[src/rtl/uart_rx_pkg.sv]
package uart_rx_pkg;
  typedef enum logic [2:0] {
    S_IDLE,
    S_START,
    S_DATA,
    S_PAR,
    S_STOP
  } rx_state_e;

  typedef struct packed {
    logic [7:0] data;
    logic       ferr;
    logic       perr;
    logic       brk;
    logic       addr;
    logic       keep;
  } rx_result_t;

  localparam int unsigned ST_READY = 0;
  localparam int unsigned ST_OVR   = 1;
  localparam int unsigned ST_PAR   = 2;
  localparam int unsigned ST_FRM   = 3;
  localparam int unsigned ST_BRK   = 4;
  localparam int unsigned ST_ADDR  = 5;
endpackage

[src/rtl/rx_frame.sv]
module rx_frame
  import uart_rx_pkg::*;
#(
  parameter int unsigned OVS = 16
) (
  input  logic       clk,
  input  logic       rst_n,
  input  logic       tick,
  input  logic       rxd,
  input  logic [1:0] cfg_len,
  input  logic       par_en,
  input  logic       par_odd,
  input  logic       md_en,
  input  logic       md_ignore,
  output logic       done,
  output rx_result_t res
);
  localparam int unsigned CW = $clog2(OVS);
  localparam logic [CW-1:0] MID  = CW'(OVS/2 - 1);
  localparam logic [CW-1:0] LAST = CW'(OVS - 1);

  rx_state_e  state_q, state_n;
  logic [CW-1:0] tcnt_q, tcnt_n;
  logic [2:0] bcnt_q, bcnt_n;
  logic [7:0] sh_q, sh_n;
  logic       par_q, par_n;
  logic       zero_q, zero_n;
  logic       prev_q, prev_n;
  logic       done_n;
  rx_result_t res_n;
  logic [7:0] aligned;
  logic [2:0] last_bit;

  assign last_bit = {1'b0, cfg_len} + 3'd4;

  always_comb begin
    case (cfg_len)
      2'd0:    aligned = {3'b000, sh_q[7:3]};
      2'd1:    aligned = {2'b00, sh_q[7:2]};
      2'd2:    aligned = {1'b0, sh_q[7:1]};
      default: aligned = sh_q;
    endcase
  end

  always_comb begin
    state_n = state_q;
    tcnt_n  = tcnt_q;
    bcnt_n  = bcnt_q;
    sh_n    = sh_q;
    par_n   = par_q;
    zero_n  = zero_q;
    prev_n  = prev_q;
    done_n  = 1'b0;
    res_n   = res;
    if (tick) begin
      prev_n = rxd;
      if (state_q != S_IDLE) tcnt_n = tcnt_q + 1'b1;
      case (state_q)
        S_IDLE: begin
          if (prev_q && !rxd) begin
            state_n = S_START;
            tcnt_n  = '0;
          end
        end
        S_START: begin
          if (tcnt_q == MID) begin
            tcnt_n = '0;
            if (rxd) begin
              state_n = S_IDLE;
            end else begin
              state_n = S_DATA;
              bcnt_n  = 3'd0;
              zero_n  = 1'b1;
            end
          end
        end
        S_DATA: begin
          if (tcnt_q == LAST) begin
            sh_n   = {rxd, sh_q[7:1]};
            zero_n = zero_q & ~rxd;
            if (bcnt_q == last_bit) begin
              state_n = (par_en || md_en) ? S_PAR : S_STOP;
            end else begin
              bcnt_n = bcnt_q + 3'd1;
            end
          end
        end
        S_PAR: begin
          if (tcnt_q == LAST) begin
            par_n   = rxd;
            zero_n  = zero_q & ~rxd;
            state_n = S_STOP;
          end
        end
        S_STOP: begin
          if (tcnt_q == LAST) begin
            state_n    = S_IDLE;
            done_n     = 1'b1;
            res_n.brk  = zero_q & ~rxd;
            res_n.ferr = ~rxd & ~(zero_q & ~rxd);
            res_n.data = res_n.brk ? 8'h00 : aligned;
            if (md_en) begin
              res_n.perr = 1'b0;
              res_n.addr = par_q & ~res_n.brk;
              res_n.keep = res_n.brk | par_q | ~md_ignore;
            end else begin
              res_n.addr = 1'b0;
              res_n.keep = 1'b1;
              res_n.perr = par_en & ~res_n.brk & (par_q != (^aligned ^ par_odd));
            end
          end
        end
        default: state_n = S_IDLE;
      endcase
    end
  end

  always_ff @(posedge clk or negedge rst_n) begin
    if (!rst_n) begin
      state_q <= S_IDLE;
      tcnt_q  <= '0;
      bcnt_q  <= '0;
      sh_q    <= '0;
      par_q   <= 1'b0;
      zero_q  <= 1'b0;
      prev_q  <= 1'b1;
      done    <= 1'b0;
      res     <= '0;
    end else begin
      state_q <= state_n;
      tcnt_q  <= tcnt_n;
      bcnt_q  <= bcnt_n;
      sh_q    <= sh_n;
      par_q   <= par_n;
      zero_q  <= zero_n;
      prev_q  <= prev_n;
      done    <= done_n;
      res     <= res_n;
    end
  end


  glitch_reject_chk: assert property (@(posedge clk) disable iff (!rst_n)
    (state_q == S_START && tick && tcnt_q == MID && rxd) |=> (state_q == S_IDLE && !done));


  break_zero_chk: assert property (@(posedge clk) disable iff (!rst_n)
    (done && res.brk) |-> (res.data == 8'h00 && !res.ferr && res.keep));
endmodule

[src/rtl/rx_fifo.sv]
module rx_fifo #(
  parameter int unsigned DEPTH = 4,
  parameter int unsigned W     = 8
) (
  input  logic         clk,
  input  logic         rst_n,
  input  logic         push,
  input  logic [W-1:0] wdata,
  input  logic         pop,
  output logic [W-1:0] rdata,
  output logic         empty,
  output logic         full
);
  localparam int unsigned AW = $clog2(DEPTH);

  logic [W-1:0] mem [DEPTH];
  logic [AW:0]  wptr_q, wptr_n, rptr_q, rptr_n;

  assign empty = (wptr_q == rptr_q);
  assign full  = (wptr_q[AW] != rptr_q[AW]) && (wptr_q[AW-1:0] == rptr_q[AW-1:0]);
  assign rdata = mem[rptr_q[AW-1:0]];

  always_comb begin
    wptr_n = push ? wptr_q + 1'b1 : wptr_q;
    rptr_n = pop  ? rptr_q + 1'b1 : rptr_q;
  end

  always_ff @(posedge clk or negedge rst_n) begin
    if (!rst_n) begin
      wptr_q <= '0;
      rptr_q <= '0;
    end else begin
      wptr_q <= wptr_n;
      rptr_q <= rptr_n;
    end
  end

  always_ff @(posedge clk) begin
    if (push) mem[wptr_q[AW-1:0]] <= wdata;
  end


  push_not_full_chk: assert property (@(posedge clk) disable iff (!rst_n) push |-> !full);


  pop_not_empty_chk: assert property (@(posedge clk) disable iff (!rst_n) pop |-> !empty);
endmodule

[src/rtl/mdrop_uart_rx.sv]
module mdrop_uart_rx
  import uart_rx_pkg::*;
#(
  parameter int unsigned FIFO_DEPTH = 4,
  parameter int unsigned OVS        = 16,
  parameter int unsigned SYNC_STAGES = 2
) (
  input  logic       clk,
  input  logic       rst_n,
  input  logic       tick16,
  input  logic       rxd,
  input  logic [1:0] cfg_len,
  input  logic       par_en,
  input  logic       par_odd,
  input  logic       md_en,
  input  logic       md_ignore,
  input  logic       rd_data,
  input  logic       rd_lsr,
  output logic [7:0] rx_byte,
  output logic [7:0] status,
  output logic       irq
);
  logic [SYNC_STAGES-1:0] sync_q;
  logic       rxd_s;
  logic       done;
  rx_result_t res;
  logic       empty, full, push, pop;
  logic [5:1] flag_q, flag_n;

  always_ff @(posedge clk or negedge rst_n) begin
    if (!rst_n) sync_q <= '1;
    else        sync_q <= {sync_q[SYNC_STAGES-2:0], rxd};
  end
  assign rxd_s = sync_q[SYNC_STAGES-1];

  rx_frame #(.OVS(OVS)) u_frame (
    .clk(clk), .rst_n(rst_n), .tick(tick16), .rxd(rxd_s),
    .cfg_len(cfg_len), .par_en(par_en), .par_odd(par_odd),
    .md_en(md_en), .md_ignore(md_ignore), .done(done), .res(res)
  );

  assign push = done & res.keep & ~full;
  assign pop  = rd_data & ~empty;

  rx_fifo #(.DEPTH(FIFO_DEPTH), .W(8)) u_fifo (
    .clk(clk), .rst_n(rst_n), .push(push), .wdata(res.data),
    .pop(pop), .rdata(rx_byte), .empty(empty), .full(full)
  );

  always_comb begin
    flag_n = rd_lsr ? '0 : flag_q;
    if (done) begin
      if (res.keep && full) flag_n[ST_OVR] = 1'b1;
      if (res.perr)         flag_n[ST_PAR] = 1'b1;
      if (res.ferr)         flag_n[ST_FRM] = 1'b1;
      if (res.brk)          flag_n[ST_BRK] = 1'b1;
      if (res.addr)         flag_n[ST_ADDR] = 1'b1;
    end
  end

  always_ff @(posedge clk or negedge rst_n) begin
    if (!rst_n) flag_q <= '0;
    else        flag_q <= flag_n;
  end

  assign status = {2'b00, flag_q, ~empty};
  assign irq    = |flag_q;


  ovr_set_chk: assert property (@(posedge clk) disable iff (!rst_n)
    (done && res.keep && full) |=> status[ST_OVR]);


  ready_fall_chk: assert property (@(posedge clk) disable iff (!rst_n)
    $fell(status[ST_READY]) |-> $past(pop));
endmodule

[config.mk]
export PLATFORM = sky130hd
export DESIGN_NAME = mdrop_uart_rx
export DESIGN_NICKNAME = d
export VERILOG_FILES = /design/src/rtl/uart_rx_pkg.sv /design/src/rtl/rx_frame.sv /design/src/rtl/rx_fifo.sv /design/src/rtl/mdrop_uart_rx.sv
export SDC_FILE = /design/constraint.sdc
export NUM_CORES = 1
export LEC_CHECK = 0
export ABC_AREA = 1
export ABC_CLOCK_PERIOD_IN_PS = 2000
export BUFFER_PORTS_ARGS = -buffer_cell sky130_fd_sc_hd__clkbuf_2
export CELL_PAD_IN_SITES_DETAIL_PLACEMENT = 1
export CELL_PAD_IN_SITES_GLOBAL_PLACEMENT = 1
export CORE_MARGIN = 2
export CORE_UTILIZATION = 46
export DETAILED_ROUTE_END_ITERATION = 10
export PLACE_DENSITY_LB_ADDON = 0.05
export SLEW_MARGIN = 20
export SYNTH_ARGS = -nofsm -noshare
export SYNTH_HDL_FRONTEND = slang
export SYNTH_SLANG_ARGS = --single-unit
[constraint.sdc]
create_clock -name clk -period 2 [get_ports clk]
set_input_delay 0.2 -clock clk [delete_from_list [all_inputs] [get_ports clk]]
set_output_delay 0.2 -clock clk [all_outputs]
set_load 0.05 [all_outputs]
# == Yosys cells after proc, flatten, opt, wreduce, memory -nomap -nowiden ==
# Memories as Yosys holds them, arrays and structs flattened.
# Index checks and enable logic that the tools add are counted.
# classes
addsub,5
n_mul,0
div,0
n_lt_le_gt_ge,0
n_eq_ne,22
n_shift,0
n_mux,38
n_bitwise,16
reduce_logical,19
# ops
operator,n
3-bit 2-to-1 mux,11
8-bit case mux with 3 select lines,1
3-bit case mux with 5 select lines,1
1-bit 2-to-1 mux,14
"2-bit by 1-bit inequality test with 1-bit output, second input constant",7
4-bit 2-to-1 mux,3
5-bit 2-to-1 mux,2
"3-bit by 1-bit adder with 3-bit output, second input constant",3
3-bit AND reduction,3
1-bit AND,8
8-bit 2-to-1 mux,1
4-bit case mux with 2 select lines,1
8-bit parity,1
7-bit AND reduction,1
"3-bit by 2-bit equality test with 1-bit output, second input constant",2
3-bit equality test,2
3-bit case mux with 2 select lines,1
6-bit AND reduction,1
1-bit NOT,5
5-bit AND reduction,1
5-bit OR reduction,1
"4-bit by 1-bit adder with 4-bit output, second input constant",1
"4-bit by 3-bit equality test with 1-bit output, second input constant",1
"4-bit equality test, second input constant",1
other kinds (20),27
# word_totals
reg_bits,48
latch_bits,0
ramBits,32
mem_bits_ro,0
input_bits,12
output_inout_bits,17
wordCells,119
mem_count,1
# mem_list
name,depth,word_bits,read_ports,rd_ports_with_merged_regs,write_ports,line_no,source
u_fifo.mem,4,8,1,0,1,rx_fifo.sv:16,logic [W-1:0] mem [DEPTH];

# == Logic depth before layout (Yosys ltp) ==
# depth
ltp_word,7
mapped_depth,14

# == Modules after synthesis ==
# From an unflattened synthesis, not the netlist that was laid out.
# hier_totals
hier_cells,442
area_unflattened_um2,3990.1
# modules_own_cells
module,n_inst,cells_each,area_per_inst_um2
rx_frame,1,265,1999.4
rx_fifo,1,143,1700.4
mdrop_uart_rx,1,34,290.3

# == Least setup slack after synthesis ==
# No wires, ideal clock.
# synth_timing
path_type,reg2out
start,register u_fifo.rptr_q[0]
end,output rx_byte[6]
arrival_time_ps,1816
required_ps,1800
slack_ps,-16
path_stages_with_launch,6
n_path_buf,2
cell_sequence,dfrtp_1 -> buf_2 -> inv_1 -> buf_1 -> o21ai_0 -> o22ai_1
# synth_via
elab_chain_len,1
# synth_lines
item,line_no,source
"start, declared",rx_fifo.sv:17,"logic [AW:0] wptr_q, wptr_n, rptr_q, rptr_n;"
"start signal, assigned",rx_fifo.sv:34,rptr_q <= rptr_n;
memory read 4 x 8 bit,--,
"end, declared",mdrop_uart_rx.sv:19,"output logic [7:0] rx_byte,"
# Every way passes these cells.

# == Final worst setup path ==
# layout_timing
start,register u_fifo.rptr_q[1]
end,output rx_byte[2]
# Same word-level chain as after synthesis.

==> reports/qor.yml <==
status: "completed"
crit_chain: "inv_2, o21ai_0, o22ai_1, clkbuf_2"
p_leak_nw: 1.90
clkLatencyLatePin_ns: 0.35
start_util: 0.482
final_cell_mix: "nand2_1 (79), inv_1 (52), o21ai_0 (51), dfrtp_1 (44), nor2_1 (36)"
gp_congestion: 0.779
crit_fanout: 11
netlist.area_leader.share: 0.299
drt-pass1-iter-count: 4
skew_ns: 0.0111
fin_tns_setup_ns: 0
drive_gt1_frac: 0.147
grt_pass1_wl_mm: 14.7
combPwrFrac: 0.308
fillers: 935
track_usage: 0.215
p_switching_mw: 1.85
critPathMaxStageDelay_ns: 0.52
finalSetupViolations: 0
syn_area_per_cell_um2: 9.24
fmax_ghz: 0.532
timing.final.crit_share: 0.940
switching_share: 0.370
seqPwrFrac: 0.397
worst-path-buf-inv: 2
grt_max_degree: 18
end_kind: "output port"
hp-class: "in2reg"
syn_inst: 407
max-cap-violations: 0
yosysTopAreaCell: "dfrtp_1"
cts_tree: "yes"
final_nets: 464
dieArea_um2: 8920
synthesis.area_um2: 3760
required_ns: 1.80
clkPwrFrac: 0.295
final_common_cell: "nand2_1"
io_buffers: 26
die_y_um: 94.4
ys_top_cells_by_area: "dfrtp_1 (30%), edfxtp_1 (26%), nand2_1 (7.9%)"
area_growth_syn_to_layout_pct: 14.9
hold_viol_final: 0
period_minus_slack_ns: 1.88
slowest_stage: "dfrtp_1"
maxSlewViolCount: 0
p_per_area_nw_per_um2: 1150
wl_mm: 8.55
vdd_drop_max_mv: 0.428
drcViolationCount: 0
wl_per_cell_um: 15.5
coreArea_um2: 7810
io_pins: 29
cts_buffers: 9
ys_seq_area_frac: 0.576
grt_pass1_vias: 3057
setup.worst_path.start_class: "register"
antenna_found_initial: 0
instances_no_fill: 552
ant_nets: 0
cts_sinks: 80
cts_max_level: 3
p_int_mw: 3.14
drt-initial-drc-count: 54
cts_buffer_depth: 2
worst_path_dominant_cell_family: "flip-flops"
diodes: 0
dp_hpwl_mm: 6.22
clk_pin_slew_worst_paths_ns: 0.08
fp.dieW_um: 94.4
ys_ff_latch: 80
grt-ovfl-total: 0
grt_setup_unrepaired: "false"
cp.arrival_ns: 1.68
dp.cells: 533
vias_per_cell: 5.20
ys_types: 34
rows: 32
clockRootBuffer: "clkbuf_8"
ys_warn_count: 0
crit_type: "reg2out"
vias: 2871
synthesized netlist by cell type (all sizes together):
| library cell | count |
|---|---|
| a21oi | 9 |
| conb | 1 |
| or2 | 2 |
| nor3 | 3 |
| a22o | 1 |
| nand2 | 81 |
| a31oi | 3 |
| o21ai | 55 |
| nand4 | 3 |
| dfrtp | 45 |
| xor2 | 7 |
| buf | 9 |
| ha | 7 |
| nor2 | 40 |
| dfstp | 3 |
| o2111ai | 1 |
| nand3 | 32 |
| a41oi | 1 |
| o22ai | 13 |
| xnor2 | 3 |
| clkbuf | 1 |
| inv | 54 |
| nand3b | 1 |
| edfxtp | 32 |
metal layers:
| metal | global-route usage | wire length, um |
|---|---|---|
| met1 | 0.273 | 3870 |
| met4 | 0.0857 | 143 |
| met2 | 0.373 | 4340 |
| met5 | 0 | 0 |
| met3 | 0.0303 | 204 |
stage by stage:
| step | hold slack [ns] | power, mW | instance area (um^2) | setup slack, ns | utilization |
|---|---|---|---|---|---|
| after detailed placement | 0.162 | 3.49 | 4020 | 0.232 | 0.515 |
| after CTS | 0.0817 | 5.05 | 4320 | 0.0269 | 0.553 |
| after global routing | 0.0798 | 5.30 | 4320 | 0.00470 | 0.554 |
| after floorplan | -0.0956 | 3.11 | 3770 | 0.0203 | - |
| after global placement | 0.157 | 3.44 | 4020 | 0.346 | 0.515 |
| final | 0.0956 | 4.99 | 4320 | 0.119 | 0.554 |
worst reg2reg max path, cell delays in order, from the launching register on:
cell	delay (ns)
dfrtp_1	0.39
ha_1	0.20
nand2_1	0.06
nor2_1	0.15
nand2_1	0.08
inv_1	0.15
nand2_4	0.14
nor2_4	0.18
inv_1	0.13
o21ai_0	0.20
final timing paths:
check	start	to	slack, ns	cells past startpoint
hold reg to reg	sync_q[0]	sync_q[1]	0.36	0
hold / removal	md_ignore	u_frame.res[0]	0.1	2
max in group asynchronous	rst_n	u_frame.prev_q	1.04	3
setup reg to reg	u_frame.tcnt_q[0]	u_frame.res[8]	0.23	9
min in group asynchronous	rst_n	u_frame.tcnt_q[2]	0.32	2
setup / recovery	u_fifo.rptr_q[1]	rx_byte[2]	0.12	4
cell families (layout without fill, tap and decap cells):
group           count (synthesis)  in the layout  share of synthesized area
xor+xnor                       10             10                     0.0233
compound gates                 83             83                      0.120
other cells                     1              2                   0.000997
fa+ha+maj                       7              7                     0.0233
simple gates                  162            162                      0.187
buf+inv                        64            106                     0.0702
flops                          80             80                      0.576
what timing repair did:
| item | in CTS | in global routing |
|---|---|---|
| buffers inserted | 1 | 0 |
| hold endpoints to repair | 16 | 0 |
| resized for setup | 2 | 4 |
| hold buffers | 2 | 0 |
| endpoints found under the setup margin | 8 | 4 |
state kept, by name (all words and copies together) (netlist names):
| register | cells |
|---|---|
| flag_q | 5 |
| u_frame.state_q | 3 |
| u_frame.zero_q | 1 |
| u_fifo.wptr_q | 3 |
| u_frame.prev_q | 1 |
| sync_q | 2 |
| u_fifo.mem | 32 |
| u_frame.tcnt_q | 4 |
| u_frame.par_q | 1 |
| u_frame.bcnt_q | 3 |
| u_frame.done | 1 |
| u_frame.res | 13 |
| u_fifo.rptr_q | 3 |
| u_frame.sh_q | 8 |
area by class of cell:
cell class	instances	area (um^2)	area share
clock inverter	6	115	0.0266
inverter	54	206	0.0477
timing repair buffer	36	223	0.0515
sequential	80	2170	0.501
clock buffer	10	138	0.0318
tap	102	128	0.0295
multi-input combinational	264	1350	0.312
power groups by stage:
stage | sequential, mW | clock [mW] | combinational [mW]
after floorplan | 1.94 | 0 | 1.17
after global placement | 1.99 | 0 | 1.44
after detailed placement | 2.01 | 0 | 1.48
after CTS | 1.98 | 1.51 | 1.55
after global routing | 2.00 | 1.58 | 1.72
final | 1.98 | 1.47 | 1.54
No activity file was read; power rests on OpenSTA's default activity.
